===== config.mk =====
export PLATFORM = sky130hd
export DESIGN_NAME = axil_regbus_bridge
export DESIGN_NICKNAME = d
export VERILOG_FILES = /design/src/rtl/axil_bridge_pkg.sv /design/src/rtl/axil_bridge_fifo.sv /design/src/rtl/axil_bridge_credit.sv /design/src/rtl/axil_bridge_wjoin.sv /design/src/rtl/axil_regbus_bridge.sv
export SDC_FILE = /design/constraint.sdc
export NUM_CORES = 1
export LEC_CHECK = 0
export ABC_AREA = 1
export BUFFER_PORTS_ARGS = -buffer_cell sky130_fd_sc_hd__buf_2
export CAP_MARGIN = 15
export CORE_MARGIN = 3
export CORE_UTILIZATION = 50
export DETAILED_ROUTE_END_ITERATION = 6
export PLACE_DENSITY = 0.77
export SYNTH_ARGS = -nofsm -noshare
export SYNTH_HDL_FRONTEND = slang
export SYNTH_HIERARCHICAL = 1
export SYNTH_SLANG_ARGS = --single-unit

===== constraint.sdc =====
create_clock -name clk -period 9.22 [get_ports clk]
set_input_delay 1.844 -clock clk [delete_from_list [all_inputs] [get_ports clk]]
set_output_delay 1.844 -clock clk [all_outputs]
set_load 0.05 [all_outputs]

===== src/rtl/axil_bridge_pkg.sv =====
package axil_bridge_pkg;

   localparam logic [1:0] RESP_OKAY   = 2'b00;
   localparam logic [1:0] RESP_SLVERR = 2'b10;

   function automatic int unsigned lat_max(input int unsigned a, input int unsigned b);
      return (a > b) ? a : b;
   endfunction

endpackage


===== src/rtl/axil_bridge_fifo.sv =====
module axil_bridge_fifo #(
   parameter int WIDTH = 8,
   parameter int DEPTH = 4
) (
   input  logic             clk,
   input  logic             rst,
   input  logic             push,
   input  logic [WIDTH-1:0] din,
   input  logic             pop,
   output logic [WIDTH-1:0] dout,
   output logic             empty,
   output logic             full
);
   localparam int  PTR_W = (DEPTH > 1) ? $clog2(DEPTH) : 1;
   localparam int  CNT_W = $clog2(DEPTH + 1);
   localparam bit  POW2  = ((DEPTH & (DEPTH - 1)) == 0);

   if (DEPTH < 1) begin : g_bad_depth
      $error("axil_bridge_fifo: DEPTH must be at least 1");
   end
   if (WIDTH < 1) begin : g_bad_width
      $error("axil_bridge_fifo: WIDTH must be at least 1");
   end

   logic [WIDTH-1:0] store [DEPTH];
   logic [PTR_W-1:0] wr_ptr, rd_ptr, wr_nxt, rd_nxt;
   logic [CNT_W-1:0] fill;
   logic             do_push, do_pop;

   assign do_push = push && !full;
   assign do_pop  = pop && !empty;

   if (POW2) begin : g_wrap_free
      assign wr_nxt = wr_ptr + 1'b1;
      assign rd_nxt = rd_ptr + 1'b1;
   end else begin : g_wrap_cmp
      assign wr_nxt = (wr_ptr == PTR_W'(DEPTH - 1)) ? '0 : wr_ptr + 1'b1;
      assign rd_nxt = (rd_ptr == PTR_W'(DEPTH - 1)) ? '0 : rd_ptr + 1'b1;
   end

   always_ff @(posedge clk) begin
      if (do_push) begin
         store[wr_ptr] <= din;
      end
   end

   always_ff @(posedge clk) begin
      if (rst) begin
         wr_ptr <= '0;
         rd_ptr <= '0;
         fill   <= '0;
      end else begin
         if (do_push) begin
            wr_ptr <= wr_nxt;
         end
         if (do_pop) begin
            rd_ptr <= rd_nxt;
         end
         case ({do_push, do_pop})
            2'b10:   fill <= fill + 1'b1;
            2'b01:   fill <= fill - 1'b1;
            default: fill <= fill;
         endcase
      end
   end

   assign dout  = store[rd_ptr];
   assign empty = (fill == '0);
   assign full  = (fill == CNT_W'(DEPTH));

endmodule


===== src/rtl/axil_bridge_credit.sv =====
module axil_bridge_credit #(
   parameter int MAX_OUT = 4
) (
   input  logic clk,
   input  logic rst,
   input  logic open_one,
   input  logic close_b,
   input  logic close_r,
   output logic room
);
   localparam int CW = $clog2(MAX_OUT + 1);

   if (MAX_OUT < 1) begin : g_bad_max
      $error("axil_bridge_credit: MAX_OUT must be at least 1");
   end

   logic [CW-1:0] open_q;
   logic [CW-1:0] open_d;

   always_comb begin
      open_d = open_q;
      if (open_one) open_d = open_d + 1'b1;
      if (close_b)  open_d = open_d - 1'b1;
      if (close_r)  open_d = open_d - 1'b1;
   end

   always_ff @(posedge clk) begin
      if (rst) begin
         open_q <= '0;
      end else begin
         open_q <= open_d;
      end
   end

   assign room = (open_q < CW'(MAX_OUT));

endmodule


===== src/rtl/axil_bridge_wjoin.sv =====
module axil_bridge_wjoin #(
   parameter int ADDR_W = 12,
   parameter int DATA_W = 32
) (
   input  logic                clk,
   input  logic                rst,
   input  logic                allow,
   input  logic                take,
   input  logic                aw_valid,
   output logic                aw_ready,
   input  logic [ADDR_W-1:0]   aw_addr,
   input  logic                w_valid,
   output logic                w_ready,
   input  logic [DATA_W-1:0]   w_data,
   input  logic [DATA_W/8-1:0] w_strb,
   output logic                pair_ok,
   output logic [ADDR_W-1:0]   pair_addr,
   output logic [DATA_W-1:0]   pair_data,
   output logic [DATA_W-1:0]   pair_mask
);
   localparam int NBYTE = DATA_W / 8;

   logic              aw_held, w_held;
   logic [ADDR_W-1:0] addr_q;
   logic [DATA_W-1:0] data_q;
   logic [NBYTE-1:0]  strb_q;

   assign aw_ready = allow && !aw_held;
   assign w_ready  = allow && !w_held;

   always_ff @(posedge clk) begin
      if (rst) begin
         aw_held <= 1'b0;
         w_held  <= 1'b0;
      end else begin
         if (aw_valid && aw_ready) begin
            aw_held <= 1'b1;
         end else if (take) begin
            aw_held <= 1'b0;
         end
         if (w_valid && w_ready) begin
            w_held <= 1'b1;
         end else if (take) begin
            w_held <= 1'b0;
         end
      end
   end

   always_ff @(posedge clk) begin
      if (aw_valid && aw_ready) begin
         addr_q <= aw_addr;
      end
      if (w_valid && w_ready) begin
         data_q <= w_data;
         strb_q <= w_strb;
      end
   end

   for (genvar gb = 0; gb < NBYTE; gb++) begin : g_mask
      assign pair_mask[gb*8 +: 8] = {8{strb_q[gb]}};
   end

   assign pair_ok   = aw_held && w_held;
   assign pair_addr = addr_q;
   assign pair_data = data_q;

endmodule


===== src/rtl/axil_regbus_bridge.sv =====
module axil_regbus_bridge #(
   parameter int ADDR_W = 12,
   parameter int DATA_W = 32,
   parameter int RD_LAT = 1,
   parameter int WR_LAT = 1
) (
   input  logic                clk,
   input  logic                rst,
   input  logic                aw_valid,
   output logic                aw_ready,
   input  logic [ADDR_W-1:0]   aw_addr,
   input  logic [2:0]          aw_prot,
   input  logic                w_valid,
   output logic                w_ready,
   input  logic [DATA_W-1:0]   w_data,
   input  logic [DATA_W/8-1:0] w_strb,
   output logic                b_valid,
   input  logic                b_ready,
   output logic [1:0]          b_resp,
   input  logic                ar_valid,
   output logic                ar_ready,
   input  logic [ADDR_W-1:0]   ar_addr,
   input  logic [2:0]          ar_prot,
   output logic                r_valid,
   input  logic                r_ready,
   output logic [DATA_W-1:0]   r_data,
   output logic [1:0]          r_resp,
   output logic                rq_valid,
   output logic                rq_write,
   output logic [ADDR_W-1:0]   rq_addr,
   output logic [DATA_W-1:0]   rq_wdata,
   output logic [DATA_W-1:0]   rq_wmask,
   input  logic                rs_valid,
   input  logic [DATA_W-1:0]   rs_rdata,
   input  logic                rs_err
);
   import axil_bridge_pkg::*;

   localparam int BACKEND_LAT = int'(lat_max(RD_LAT, WR_LAT));
   localparam int MAX_OUT     = BACKEND_LAT + 2;
   localparam int RSP_DEPTH   = MAX_OUT;

   if (DATA_W % 8 != 0 || DATA_W < 8) begin : g_bad_data
      $error("axil_regbus_bridge: DATA_W must be a nonzero multiple of 8");
   end
   if (RD_LAT < 1 || WR_LAT < 1) begin : g_bad_lat
      $error("axil_regbus_bridge: latencies must be at least 1");
   end
   if (RSP_DEPTH < MAX_OUT) begin : g_bad_depth
      $error("axil_regbus_bridge: response buffer smaller than outstanding cap");
   end

   logic prot_unused;
   assign prot_unused = ^{aw_prot, ar_prot};

   logic              room;
   logic              rd_issue, wr_issue;
   logic              pair_ok;
   logic [ADDR_W-1:0] pair_addr;
   logic [DATA_W-1:0] pair_data, pair_mask;
   logic              aw_rdy_i, w_rdy_i;

   assign ar_ready = !rst && room;
   assign aw_ready = !rst && aw_rdy_i;
   assign w_ready  = !rst && w_rdy_i;

   assign rd_issue = ar_valid && ar_ready;
   assign wr_issue = pair_ok && room && !rd_issue && !rst;

   axil_bridge_wjoin #(
      .ADDR_W (ADDR_W),
      .DATA_W (DATA_W)
   ) u_wjoin (
      .clk       (clk),
      .rst       (rst),
      .allow     (room),
      .take      (wr_issue),
      .aw_valid  (aw_valid && !rst),
      .aw_ready  (aw_rdy_i),
      .aw_addr   (aw_addr),
      .w_valid   (w_valid && !rst),
      .w_ready   (w_rdy_i),
      .w_data    (w_data),
      .w_strb    (w_strb),
      .pair_ok   (pair_ok),
      .pair_addr (pair_addr),
      .pair_data (pair_data),
      .pair_mask (pair_mask)
   );

   assign rq_valid = rd_issue || wr_issue;
   assign rq_write = wr_issue;
   assign rq_addr  = wr_issue ? pair_addr : ar_addr;
   assign rq_wdata = wr_issue ? pair_data : '0;
   assign rq_wmask = wr_issue ? pair_mask : '0;

   logic b_hs, r_hs;
   assign b_hs = b_valid && b_ready;
   assign r_hs = r_valid && r_ready;

   axil_bridge_credit #(
      .MAX_OUT (MAX_OUT)
   ) u_credit (
      .clk      (clk),
      .rst      (rst),
      .open_one (rq_valid),
      .close_b  (b_hs),
      .close_r  (r_hs),
      .room     (room)
   );

   // order of issued request kinds, popped as the backend answers
   logic       kind_head, kind_empty, kind_full_unused;
   axil_bridge_fifo #(
      .WIDTH (1),
      .DEPTH (MAX_OUT)
   ) u_kind (
      .clk   (clk),
      .rst   (rst),
      .push  (rq_valid),
      .din   (rq_write),
      .pop   (rs_valid),
      .dout  (kind_head),
      .empty (kind_empty),
      .full  (kind_full_unused)
   );

   logic [1:0] rs_code;
   logic       to_b, to_r;
   assign rs_code = rs_err ? RESP_SLVERR : RESP_OKAY;
   assign to_b    = rs_valid && !kind_empty && kind_head;
   assign to_r    = rs_valid && !kind_empty && !kind_head;

   logic b_empty, b_full_unused;
   axil_bridge_fifo #(
      .WIDTH (2),
      .DEPTH (RSP_DEPTH)
   ) u_bbuf (
      .clk   (clk),
      .rst   (rst),
      .push  (to_b),
      .din   (rs_code),
      .pop   (b_hs),
      .dout  (b_resp),
      .empty (b_empty),
      .full  (b_full_unused)
   );
   assign b_valid = !b_empty;

   logic                r_empty, r_full_unused;
   logic [DATA_W+1:0]   r_head;
   axil_bridge_fifo #(
      .WIDTH (DATA_W + 2),
      .DEPTH (RSP_DEPTH)
   ) u_rbuf (
      .clk   (clk),
      .rst   (rst),
      .push  (to_r),
      .din   ({rs_code, rs_rdata}),
      .pop   (r_hs),
      .dout  (r_head),
      .empty (r_empty),
      .full  (r_full_unused)
   );
   assign r_valid = !r_empty;
   assign r_resp  = r_head[DATA_W +: 2];
   assign r_data  = r_head[DATA_W-1:0];

endmodule


======== After elaboration in Yosys (flattened, before gate mapping) ========
Memories as Yosys holds them, arrays and structs flattened. A register that Yosys moved wholly into a read port is not among the register bits.
Cells that the tools add are included.
storage, ports and cells
  flip-flop bits (word level) ............. 70
  RAM bits ................................ 111
  bits of input ports ..................... 107
  output and inout bits ................... 119
  word-level logic and storage cells ...... 124
  memories kept ........................... 3
memory list
  name          words  width  rd ports  clocked after Yosys merged registers in  wr ports  line                    text
  u_rbuf.store  3      34     1         1                                        1         axil_bridge_fifo.sv:25  logic [WIDTH-1:0] store [DEPTH];
  u_bbuf.store  3      2      1         1                                        1         axil_bridge_fifo.sv:25
  u_kind.store  3      1      1         1                                        1         axil_bridge_fifo.sv:25
cells by class
  add/subtract/negate cells ............... 15
  magnitude comparators ................... 1
  equal/unequal tests ..................... 15
  multiplexer cells ....................... 31
  reductions and logical operators ........ 44
operators with widths
  kind                                                number
  2-to-1 mux 32 bit                                   2
  2-to-1 mux 2 bit                                    16
  == test 2 bit (second input constant)               12
  logical AND 1 bit                                   24
  adder 2 x 1 -> 2 bit (second input constant)        10
  2-to-1 mux 12 bit                                   1
  case mux 2 bit (2 select lines)                     3
  zero test 1 bit                                     11
  nonzero test 2 bit                                  5
  subtractor 2 x 1 -> 2 bit (second input constant)   5
  2-to-1 mux 1 bit                                    9
  == test 2 x 1 -> 1 bit (second input constant)      3
  zero test 2 bit                                     3
  less-than comparator 2 bit (second input constant)  1
  logical OR 1 bit                                    1

======== Depth between registers and ports, before layout ========
Gate-level depths: netlist (run 1).
  word-level depth ........................ 12
  gate-level depth with buffers ........... 17
  depth with buffers taken out ............ 15

======== Modules after synthesis ========
Netlist (run 1), hierarchy kept.
modules (own cells, without submodules)
  module                     times used  cells an instance  area each (um^2)  sequential area each (um^2)
  axil_bridge_fifo (u_rbuf)  1           305                4159.0            3223.1
  axil_bridge_wjoin          1           94                 1756.7            1481.4
  axil_regbus_bridge         1           200                857.1             0.0
  axil_bridge_fifo (u_bbuf)  1           66                 569.3             340.3
  axil_bridge_fifo (u_kind)  1           58                 460.4             250.2
  axil_bridge_credit         1           32                 192.7             40.0

======== Worst setup path before layout (run 1) ========
OpenSTA, ideal clock, no wires.
  path kind ............................... input port to flip-flop
  start ................................... input port rs_valid
  end ..................................... memory u_rbuf/store[2][0] in the netlist's numbering (enable)
  setup time .............................. 0.468 ns
  arrival ................................. 4.668 ns
  data required time ...................... 8.752 ns
  path slack .............................. 4.084 ns
  cell stages on the path ................. 4
  path buffers ............................ 0
  cells stage by stage .................... inv_1 > nor3_1 > nand2_4 > nor3_1
on the way
  longest elaborated chain between the ends .. 5
RTL lines
  element                                 line                       text
  from (decl)                             axil_regbus_bridge.sv:33   input logic rs_valid,
  logical AND 1 bit (2 in a row)          axil_regbus_bridge.sv:132  assign to_r = rs_valid && !kind_empty && !kind_head;
  via to_r                                axil_regbus_bridge.sv:129  logic to_b, to_r;
  logical AND 1 bit                       axil_bridge_fifo.sv:30     assign do_push = push && !full;
  2-to-1 mux 1 bit                        axil_bridge_fifo.sv:42     if (do_push) begin
  2-to-1 mux 1 bit (not written as such)  axil_bridge_fifo.sv:43     store[wr_ptr] <= din;
  to (decl)                               axil_bridge_fifo.sv:25
The timed path passes the listed nets, and every way through them passes these cells.

======== Worst setup path in the final report (run 1) ========
  start ................................... input port rst
  end ..................................... output port rq_addr[1]
on the way
  longest elaborated chain between the ends .. 7
RTL lines
  element              line                                                text
  from (decl)          axil_regbus_bridge.sv:8                             input logic rst,
  zero test 1 bit *    axil_regbus_bridge.sv:63, axil_regbus_bridge.sv:68
  logical AND 1 bit    axil_regbus_bridge.sv:63                            assign ar_ready = !rst && room;
  logical AND 1 bit    axil_regbus_bridge.sv:67                            assign rd_issue = ar_valid && ar_ready;
  zero test 1 bit      axil_regbus_bridge.sv:68                            assign wr_issue = pair_ok && room && !rd_issue && !rst;
  logical AND 1 bit    axil_regbus_bridge.sv:68
  logical AND 1 bit *  axil_regbus_bridge.sv:68
  2-to-1 mux 12 bit *  axil_regbus_bridge.sv:93                            assign rq_addr = wr_issue ? pair_addr : ar_addr;
  to (decl)            axil_regbus_bridge.sv:30                            output logic [ADDR_W-1:0] rq_addr,
Mark *: on every way between the ends. The rest lies on a longest branch, timed or not.

==> impl_metrics.csv, run 1 <==
group,metric,value,unit
outcome,status,"finished, final reports clean",
setup_path,path_cells,"buf_2, nor2_4, nand2_2, buf_4, nand2_1, nand2_1, buf_2",
setup_path,critPathArrivalTime,3.62,ns
clock_tree,clock_latency,0.43,ns
setup_path,cp-end-kind,"primary output",
setup_path,slowest_stage,"buf_4",
clock_tree,postCtsHoldBufs,0,
global_route,grt_pass1_vias,5436,
detailed_routing,avgViaCountPerCell,4.74,
clock_tree,cts.repair.resized,0,
timing,setup_ws,3.76,ns
power_and_ir_drop,p_total,1.93,mW
power_and_ir_drop,power_density,200,nW/µm²
timing,worst_slew_pin_slew,0.824,ns
setup_path,worstSetupPathType,"in2out",
hold_path,hold_class,"reg2reg",
floorplan,dieWidth,132,µm
layout,drive_above_1_share,30.5,%
timing,post-route-period-util,59.2,%
floorplan,boundaryPins,226,
global_route,antenna_found_initial,0,
clock_tree,htree_levels,4,
clock_tree,cts_buffer_depth,2,
layout,finish.net_count,1060,
setup_path,required,7.38,ns
placement,dpl.cell_count,1141,
floorplan,die_height,132,µm
power_and_ir_drop,peakVddDrop,0.000125,V
placement,dp_hpwl,11000,µm
clock_tree,clock-root-buffer,"clkbuf_16",
timing,rsz0062_at_grt,"false",
synthesis,avgSynthCellArea,10.6,µm²
clock_tree,numClockSinks,187,
layout,design_area,9640,µm²
layout,register_area,5340,µm²
placement,place.gp.congestion,0.814,
power_and_ir_drop,p_leak,4.45,nW
clock_tree,cts_buffers,17,
layout,final_cells,1173,
synthesis,syn_inst,752,
detailed_routing,dr.pass1.iters,4,
detailed_routing,num_vias,5555,
layout,multi_input_area,1790,µm²
timing,fin_skew,0.0101,ns
setup_path,slowest_delay,0.63,ns
floorplan,design.core.area,15400,µm²
synthesis,syn_area,7980,µm²
global_route,grt_max_degree,78,
placement,io_buffers,219,
detailed_routing,drcViolationCount,0,
floorplan,die_area,17500,µm²
setup_path,r2r_cells,6,
global_route,overflow,0,
setup_path,start_kind,"input pin",
hold_path,hold_path_depth,2,
global_route,grt_pass1_wl,25900,µm
timing,min_period,5.46,ns
layout,nFillCells,1267,
detailed_routing,drt_iter0_drc,322,
floorplan,placementRows,45,
timing,fmax,183,MHz
timing,hold_viol,0,
timing,maxSlewHeadroom,45.1,%
layout,area_growth,20.8,%
timing,hold_ws,0.470,ns
timing,setup_viol,0,
clock_tree,cts_tree,"built",
run,cap_violations,0,
detailed_routing,routed_wl,16700,µm
timing,tns,0,ns
layout,utilization,62.5,%
timing,drv_slew,0,
placement,place_area,9020,µm²
detailed_routing,wl_per_cell,14.3,µm
floorplan,initial_core_util,51.8,%
synthesis,synth.yosys.warnings,6,
clock_tree,cts_setup_buffers,0,
clock_tree,cts.reportedPaths.clkPinSlew,0.07,ns
detailed_routing,postRouteAntennaNets,0,
placement,pre_cts_ws,3.75,ns
global_route,grtUsageTotal,18.7,%
layout,diodes,0,
setup_path,crit_fanout,77,
path summary, 6_finish.rpt:
path,to,start,slack (ns)
min reg2reg,u_rbuf/wr_ptr[1],u_rbuf/wr_ptr[1],0.47
min,u_rbuf/wr_ptr[1],u_rbuf/wr_ptr[1],0.47
max reg2reg,u_rbuf/store[1][21],u_kind/store[0],6.71
max,rq_addr[1],rst,3.76
layout make-up:
cell class	instances	share of cell area [%]
clock inverters	12	1.40
repair buffers	226	11.9
well taps	211	2.74
multi-input cells	391	18.6
clock buffers	20	5.07
flip-flops and latches	187	55.3
inverters	126	4.98
critical path, delay by kind of cell:
family | cells | cell delay, ns
buffers and inverters | 3 | 1.24
and+or+nand+nor | 4 | 0.51
cells in the final DEF, fill, tap and decap left out, types with 4 or more instances in the layout:
| cell type | instances |
|---|---|
| a21oi_1 | 83 |
| buf_2 | 219 |
| buf_4 | 7 |
| clkbuf_16 | 19 |
| conb_1 | 6 |
| dfxtp_1 | 28 |
| edfxtp_1 | 159 |
| ha_1 | 4 |
| inv_1 | 123 |
| inv_8 | 6 |
| nand2_1 | 98 |
| nand2_2 | 7 |
| nand3_1 | 16 |
| nand4_1 | 10 |
| nor2_1 | 125 |
| nor2_2 | 18 |
| o21ai_0 | 13 |
report_power, final:
group	switching [mW]	internal [mW]
Combinational	0.154	0.0587
Clock	0.336	0.404
Sequential	0.0169	0.956
Total	0.507	1.42
routing by layer:
layer / track usage, % / part of all wire (%) / up-vias
li1: - / - / 2806
met1: 21.7 / 40 / 2585
met2: 33.9 / 54 / 139
met3: 4.08 / 4.7 / 25
met4: 7.16 / 1.6 / 0
met5: 0 / 0 / -
registers in the layout, indices dropped and copies added, names as in the netlist, 3 cells and up, named ones only:
register	count
u_rbuf/store	102
u_wjoin/pair_data	32
u_wjoin/pair_addr	12
u_bbuf/store	6
u_wjoin/strb_q	4
u_kind/store	3
Power figures use the tool's default switching activity.
==> run 2: changes to the inputs <==
--- a/config.mk
+++ b/config.mk
@@ -9,9 +9,9 @@
 export BUFFER_PORTS_ARGS = -buffer_cell sky130_fd_sc_hd__buf_2
 export CAP_MARGIN = 15
 export CORE_MARGIN = 3
-export CORE_UTILIZATION = 50
+export CORE_UTILIZATION = 47
 export DETAILED_ROUTE_END_ITERATION = 6
-export PLACE_DENSITY = 0.77
+export PLACE_DENSITY = 0.76
 export SYNTH_ARGS = -nofsm -noshare
 export SYNTH_HDL_FRONTEND = slang
 export SYNTH_HIERARCHICAL = 1
==> constraint.sdc (replaced) <==
create_clock -name clk -period 4.6 [get_ports clk]
set_input_delay 0.92 -clock clk [delete_from_list [all_inputs] [get_ports clk]]
set_output_delay 0.92 -clock clk [all_outputs]
set_load 0.05 [all_outputs]
==> run 2 against run 1 <==
Wire length decreased by 1.6%; sequential cell count unchanged; clock power increased by 84%; combinational power increased by 100%; sequential power increased by 100%; critical path depth decreased by 1; core utilization decreased by 4.6 points; setup slack got worse by 2.4 ns; first-iteration DRC count decreased by 1.6%; critical endpoint is now rq_wdata[31].
==> impl_metrics.csv, run 2 (synthesized netlist as in run 1, its figures left out) <==
group,metric,value,unit
outcome,status,"finished, final reports clean",
timing,worst_slew_pin_slew,0.556,ns
layout,final_cells,1183,
layout,top_register,"u_rbuf/store",
detailed_routing,avgViaCountPerCell,4.67,
clock_tree,cts_buffers,17,
placement,dpl.cell_count,1150,
timing,hold_viol,0,
setup_path,crit_fanout,76,
power_and_ir_drop,power_density,390,nW/µm²
setup_path,critPathArrivalTime,2.35,ns
timing,tns,0,ns
clock_tree,postCtsHoldBufs,0,
layout,largest_reg_flops,102,
placement,place_area,9040,µm²
floorplan,die_area,18600,µm²
clock_tree,clock_latency,0.42,ns
timing,maxSlewHeadroom,62.7,%
power_and_ir_drop,peakVddDrop,0.000244,V
timing,hold_ws,0.465,ns
layout,mostFrequentLayoutCells,"buf_2, edfxtp_1, nor2_1, inv_1, nand2_1",
clock_tree,cts_setup_buffers,0,
power_and_ir_drop,seqPwrFrac,52.2,%
power_and_ir_drop,clkPwrFrac,36.4,%
floorplan,initial_core_util,48.1,%
layout,nFillCells,1373,
layout,design_area,9600,µm²
clock_tree,numClockSinks,187,
floorplan,placementRows,47,
floorplan,dieWidth,136,µm
layout,final_common_cell,"buf_2",
global_route,grt_pass1_vias,5199,
detailed_routing,routed_wl,16400,µm
power_and_ir_drop,combPwrFrac,11.4,%
floorplan,die_height,136,µm
detailed_routing,wl_per_cell,13.9,µm
layout,multi_input_area,1790,µm²
placement,pre_cts_ws,1.33,ns
timing,setup_ws,1.33,ns
detailed_routing,postRouteAntennaNets,0,
setup_path,worstSetupPathType,"in2out",
timing,min_period,3.27,ns
detailed_routing,dr.pass1.iters,5,
detailed_routing,drcViolationCount,0,
placement,dp_hpwl,11000,µm
timing,rsz0062_at_grt,"false",
power_and_ir_drop,switching_share,25.5,%
setup_path,required,3.68,ns
layout,finish.net_count,1060,
layout,utilization,57.9,%
timing,fin_skew,0.00812,ns
setup_path,start_kind,"input pin",
clock_tree,cts.reportedPaths.clkPinSlew,0.07,ns
power_and_ir_drop,p_total,3.74,mW
clock_tree,cts.repair.resized,0,
hold_path,hold_class,"reg2reg",
global_route,grt_max_degree,77,
detailed_routing,num_vias,5526,
clock_tree,clock-root-buffer,"clkbuf_16",
placement,place.gp.congestion,0.835,
detailed_routing,drt_iter0_drc,317,
layout,drive_above_1_share,30.1,%
floorplan,boundaryPins,226,
clock_tree,cts_tree,"built",
placement,io_buffers,219,
timing,fmax,306,MHz
clock_tree,htree_levels,4,
timing,drv_slew,0,
global_route,overflow,0,
layout,area_growth,20.2,%
clock_tree,cts_buffer_depth,2,
global_route,antenna_found_initial,1,
timing,setup_viol,0,
run,cap_violations,0,
floorplan,design.core.area,16600,µm²
power_and_ir_drop,p_leak,4.42,nW
global_route,grt_pass1_wl,25100,µm
timing,post-route-period-util,71.1,%
power_and_ir_drop,p_sw,952,µW
layout,register_area,5340,µm²
setup_path,cp-end-kind,"primary output",
global_route,grtUsageTotal,17.4,%
power_and_ir_drop,power.internal,2.79,mW
run 2: cell count changes in the layout (fill, tap and decap cells not counted), sizes merged:
cell	change
inv	-7
diode	+1
clkinvlp	+2
clkinv	+4
bufinv	+1
run 2: cell type report:
class / count / area share, %
multi-input cells: 391 / 18.6
clock inverters: 12 / 1.21
clock buffers: 20 / 4.55
flip-flops and latches: 187 / 55.6
well taps: 220 / 2.87
diodes: 1 / 0.0261
repair buffers: 226 / 12.1
inverters: 126 / 5.01
run 2: per-layer routing:
layer,vias up,GRT usage (%),part of all wire (%)
met4,0,8.62,2.4
met2,137,30.2,52
met3,28,3.07,4.1
met1,2569,20.9,42
met5,-,0,0
li1,2792,-,-
run 2: final timing paths:
path,start,endpoint,depth (start not counted),slack (ns)
max,ar_valid,rq_wdata[31],6,1.33
min,u_kind/wr_ptr[1],u_kind/wr_ptr[1],2,0.47
max reg2reg,u_kind/store[0],u_rbuf/store[1][0],6,2.04
min reg2reg,u_kind/wr_ptr[1],u_kind/wr_ptr[1],2,0.47
run 2: critical path, cell delays in order:
cell,delay [ns]
buf_2,0.11
nor2_2,0.44
nand2_2,0.17
buf_12,0.24
nor2_1,0.15
buf_2,0.28
run 2: power groups by stage:
stage | Clock [mW] | Sequential, mW | Combinational [mW]
3_5_place_dp | 0 | 1.99 | 0.426
2_1_floorplan | 0 | 1.98 | 0.318
3_3_place_gp | 0 | 1.99 | 0.418
6_report | 1.36 | 1.95 | 0.425
4_1_cts | 1.40 | 1.95 | 0.429
5_1_grt | 1.46 | 1.96 | 0.465
==> run 3: changes to the inputs <==
--- a/config.mk
+++ b/config.mk
@@ -5,13 +5,13 @@
 export SDC_FILE = /design/constraint.sdc
 export NUM_CORES = 1
 export LEC_CHECK = 0
-export ABC_AREA = 1
+export ABC_AREA = 0
 export BUFFER_PORTS_ARGS = -buffer_cell sky130_fd_sc_hd__buf_2
 export CAP_MARGIN = 15
 export CORE_MARGIN = 3
-export CORE_UTILIZATION = 47
+export CORE_UTILIZATION = 50
 export DETAILED_ROUTE_END_ITERATION = 6
-export PLACE_DENSITY = 0.76
+export PLACE_DENSITY = 0.78
 export SYNTH_ARGS = -nofsm -noshare
 export SYNTH_HDL_FRONTEND = slang
 export SYNTH_HIERARCHICAL = 1
==> constraint.sdc (replaced) <==
create_clock -name clk -period 3.2 [get_ports clk]
set_input_delay 0.64 -clock clk [delete_from_list [all_inputs] [get_ports clk]]
set_output_delay 0.64 -clock clk [all_outputs]
set_load 0.05 [all_outputs]
==> run 3 against run 2 <==
Critical path type is now reg2out; clock-buffer cell count is 2 lower; synthesized cell count fell by 28%; global-route usage rose by 0.64 points; clock power rose by 53%; combinational power rose by 110%; clock skew about the same; setup slack worse by 1.1 ns.
==> impl_metrics.csv, run 3 <==
group,metric,value,unit
outcome,status,"finished, final reports clean",
setup_path,path_cells,"ha_1, inv_1, and4bb_4, buf_12, mux2_2, buf_2",
timing,fmax,334,MHz
global_route,grtUsageTotal,18.1,%
clock_tree,cts.repair.resized,0,
timing,worst_slew_pin_slew,0.586,ns
timing,drv_slew,0,
power_and_ir_drop,peakVddDrop,0.000340,V
placement,dp_hpwl,11100,µm
setup_path,slowest_delay,0.38,ns
setup_path,crit_fanout,40,
floorplan,design.core.area,14800,µm²
timing,min_period,2.99,ns
synthesis,syn_inst,539,
timing,post-route-period-util,93.5,%
clock_tree,cts_tree,"built",
layout,mostFrequentLayoutCells,"buf_2, edfxtp_1, and2_1, nand2_1, o21ai_0",
synthesis,synth.yosys.warnings,6,
setup_path,r2r_start,"u_credit/open_q[0]",
placement,io_buffers,219,
floorplan,boundaryPins,226,
layout,top_register,"u_rbuf/store",
layout,finish.net_count,857,
clock_tree,numClockSinks,187,
setup_path,worstSetupPathType,"reg2out",
timing,setup_viol,0,
detailed_routing,num_vias,4745,
setup_path,slowest_stage,"dfxtp_1",
placement,place.gp.congestion,0.808,
global_route,grt_max_degree,45,
detailed_routing,wl_per_cell,16.7,µm
setup_path,reg2reg_setup_slack,0.82,ns
global_route,overflow,0,
timing,rsz0062_at_grt,"false",
setup_path,critPathArrivalTime,2.35,ns
floorplan,die_height,130,µm
layout,final_common_cell,"buf_2",
detailed_routing,dr.pass1.iters,4,
hold_path,hold_path_depth,1,
detailed_routing,avgViaCountPerCell,5.03,
layout,area_growth,22.7,%
synthesis,syn_area,7680,µm²
clock_tree,clock-root-buffer,"clkbuf_16",
layout,diodes,0,
clock_tree,htree_levels,4,
setup_path,cp-end-kind,"primary output",
timing,hold_viol,0,
clock_tree,cts_buffer_depth,2,
detailed_routing,drt_iter0_drc,198,
timing,setup_ws,0.208,ns
clock_tree,postCtsHoldBufs,0,
synthesis,avgSynthCellArea,14.2,µm²
detailed_routing,postRouteAntennaNets,0,
layout,utilization,63.9,%
setup_path,start_kind,"register",
hold_path,hold_class,"in2reg",
global_route,grt_pass1_vias,4863,
run,cap_violations,0,
clock_tree,cts_setup_buffers,0,
hold_path,worstHoldEndpoint,"u_wjoin/pair_data[7]",
clock_tree,clock_latency,0.42,ns
floorplan,placementRows,44,
detailed_routing,routed_wl,15700,µm
power_and_ir_drop,p_leak,3.73,nW
layout,drive_above_1_share,38.1,%
floorplan,initial_core_util,52.1,%
setup_path,required,2.56,ns
placement,pre_cts_ws,0.541,ns
floorplan,dieWidth,130,µm
floorplan,die_area,16900,µm²
global_route,grt_pass1_wl,23300,µm
setup_path,crit_buf_inv,3,
setup_path,r2r_cells,8,
detailed_routing,drcViolationCount,0,
timing,fin_skew,0.00780,ns
hold_path,min_from,"w_data[7]",
setup_path,critical-path-top-delay-family,"buffers and inverters",
clock_tree,cts_buffers,17,
timing,maxSlewHeadroom,60.9,%
global_route,antenna_found_initial,2,
layout,nFillCells,1130,
timing,tns,0,ns
layout,largest_reg_flops,102,
clock_tree,cts.reportedPaths.clkPinSlew,0.07,ns
setup_path,r2r_end,"u_kind/fill[1]",
power_and_ir_drop,power_density,626,nW/µm²
==> run 3: cell types whose count changed in the layout (fill, tap and decap cells not counted), sizes merged, moves of 6 or more <==
cell / previous run / this run
nor2: 144 / 8
inv: 127 / 21
a21oi: 84 / 13
and2: 0 / 68
nand2: 106 / 45
mux2i: 0 / 38
o21ai: 14 / 44
nand3: 18 / 0
mux2: 0 / 12
nand4: 10 / 0
or3: 0 / 9
and2b: 0 / 6
nor3b: 1 / 7
xnor2: 0 / 6
==> run 3: stage by stage <==
stage / hold WS (ns) / instance area (µm²) / power (mW) / std cells
after global placement: 0.462 / 8840 / 3.83 / 911
final: 0.386 / 9420 / 5.90 / 943
after floorplan: 0.446 / 7710 / 3.61 / 544
after global routing: 0.365 / 9420 / 6.13 / 943
after CTS: 0.366 / 9420 / 5.97 / 943
after detailed placement: 0.481 / 8840 / 3.88 / 911
==> run 3: how the worst max path moves through the flow <==
stage,slack (ns),end,cells after the start,startpoint
after floorplan,0.30,u_rbuf/store[1][0],3,rs_valid
after global placement,0.60,rq_addr[10],5,rst
after detailed placement,0.54,u_kind/fill[1],8,rst
after CTS,0.18,rq_addr[10],6,u_credit/open_q[0]
after global routing,0.09,rq_addr[11],6,u_credit/open_q[0]
final,0.21,rq_addr[10],6,u_credit/open_q[0]
==> run 3: final cells by class <==
| class | count | area (µm²) | area share [%] |
|---|---|---|---|
| Inverter | 13 | 48.8 | 0.518 |
| Timing Repair Buffer | 230 | 1220 | 12.9 |
| Multi-Input combinational cell | 297 | 2000 | 21.3 |
| Clock buffer | 18 | 429 | 4.55 |
| Tap cell | 184 | 230 | 2.44 |
| Clock inverter | 14 | 159 | 1.69 |
| Sequential cell | 187 | 5340 | 56.6 |
==> run 3: layer usage <==
layer / global-route usage (%) / share of wire [%]
met5: 0 / 0.17
met4: 5.44 / 1.1
met2: 34.0 / 54
met1: 18.5 / 37
met3: 6.92 / 7.7
==> run 3: worst reg2reg max path, stage by stage, from the launching register on <==
cell	delay, ns
dfxtp_1	0.38
ha_1	0.24
inv_1	0.14
and2b_1	0.17
o21a_1	0.21
a21bo_2	0.28
ha_1	0.34
or3_1	0.40
a21oi_1	0.14
==> run 3: where the power goes <==
part / switching (mW) / leakage, nW / internal, mW
Sequential: 0.0879 / 1.68 / 2.83
Clock: 0.902 / 0.294 / 1.17
Combinational: 0.622 / 1.76 / 0.284
Total: 1.61 / 3.73 / 4.29
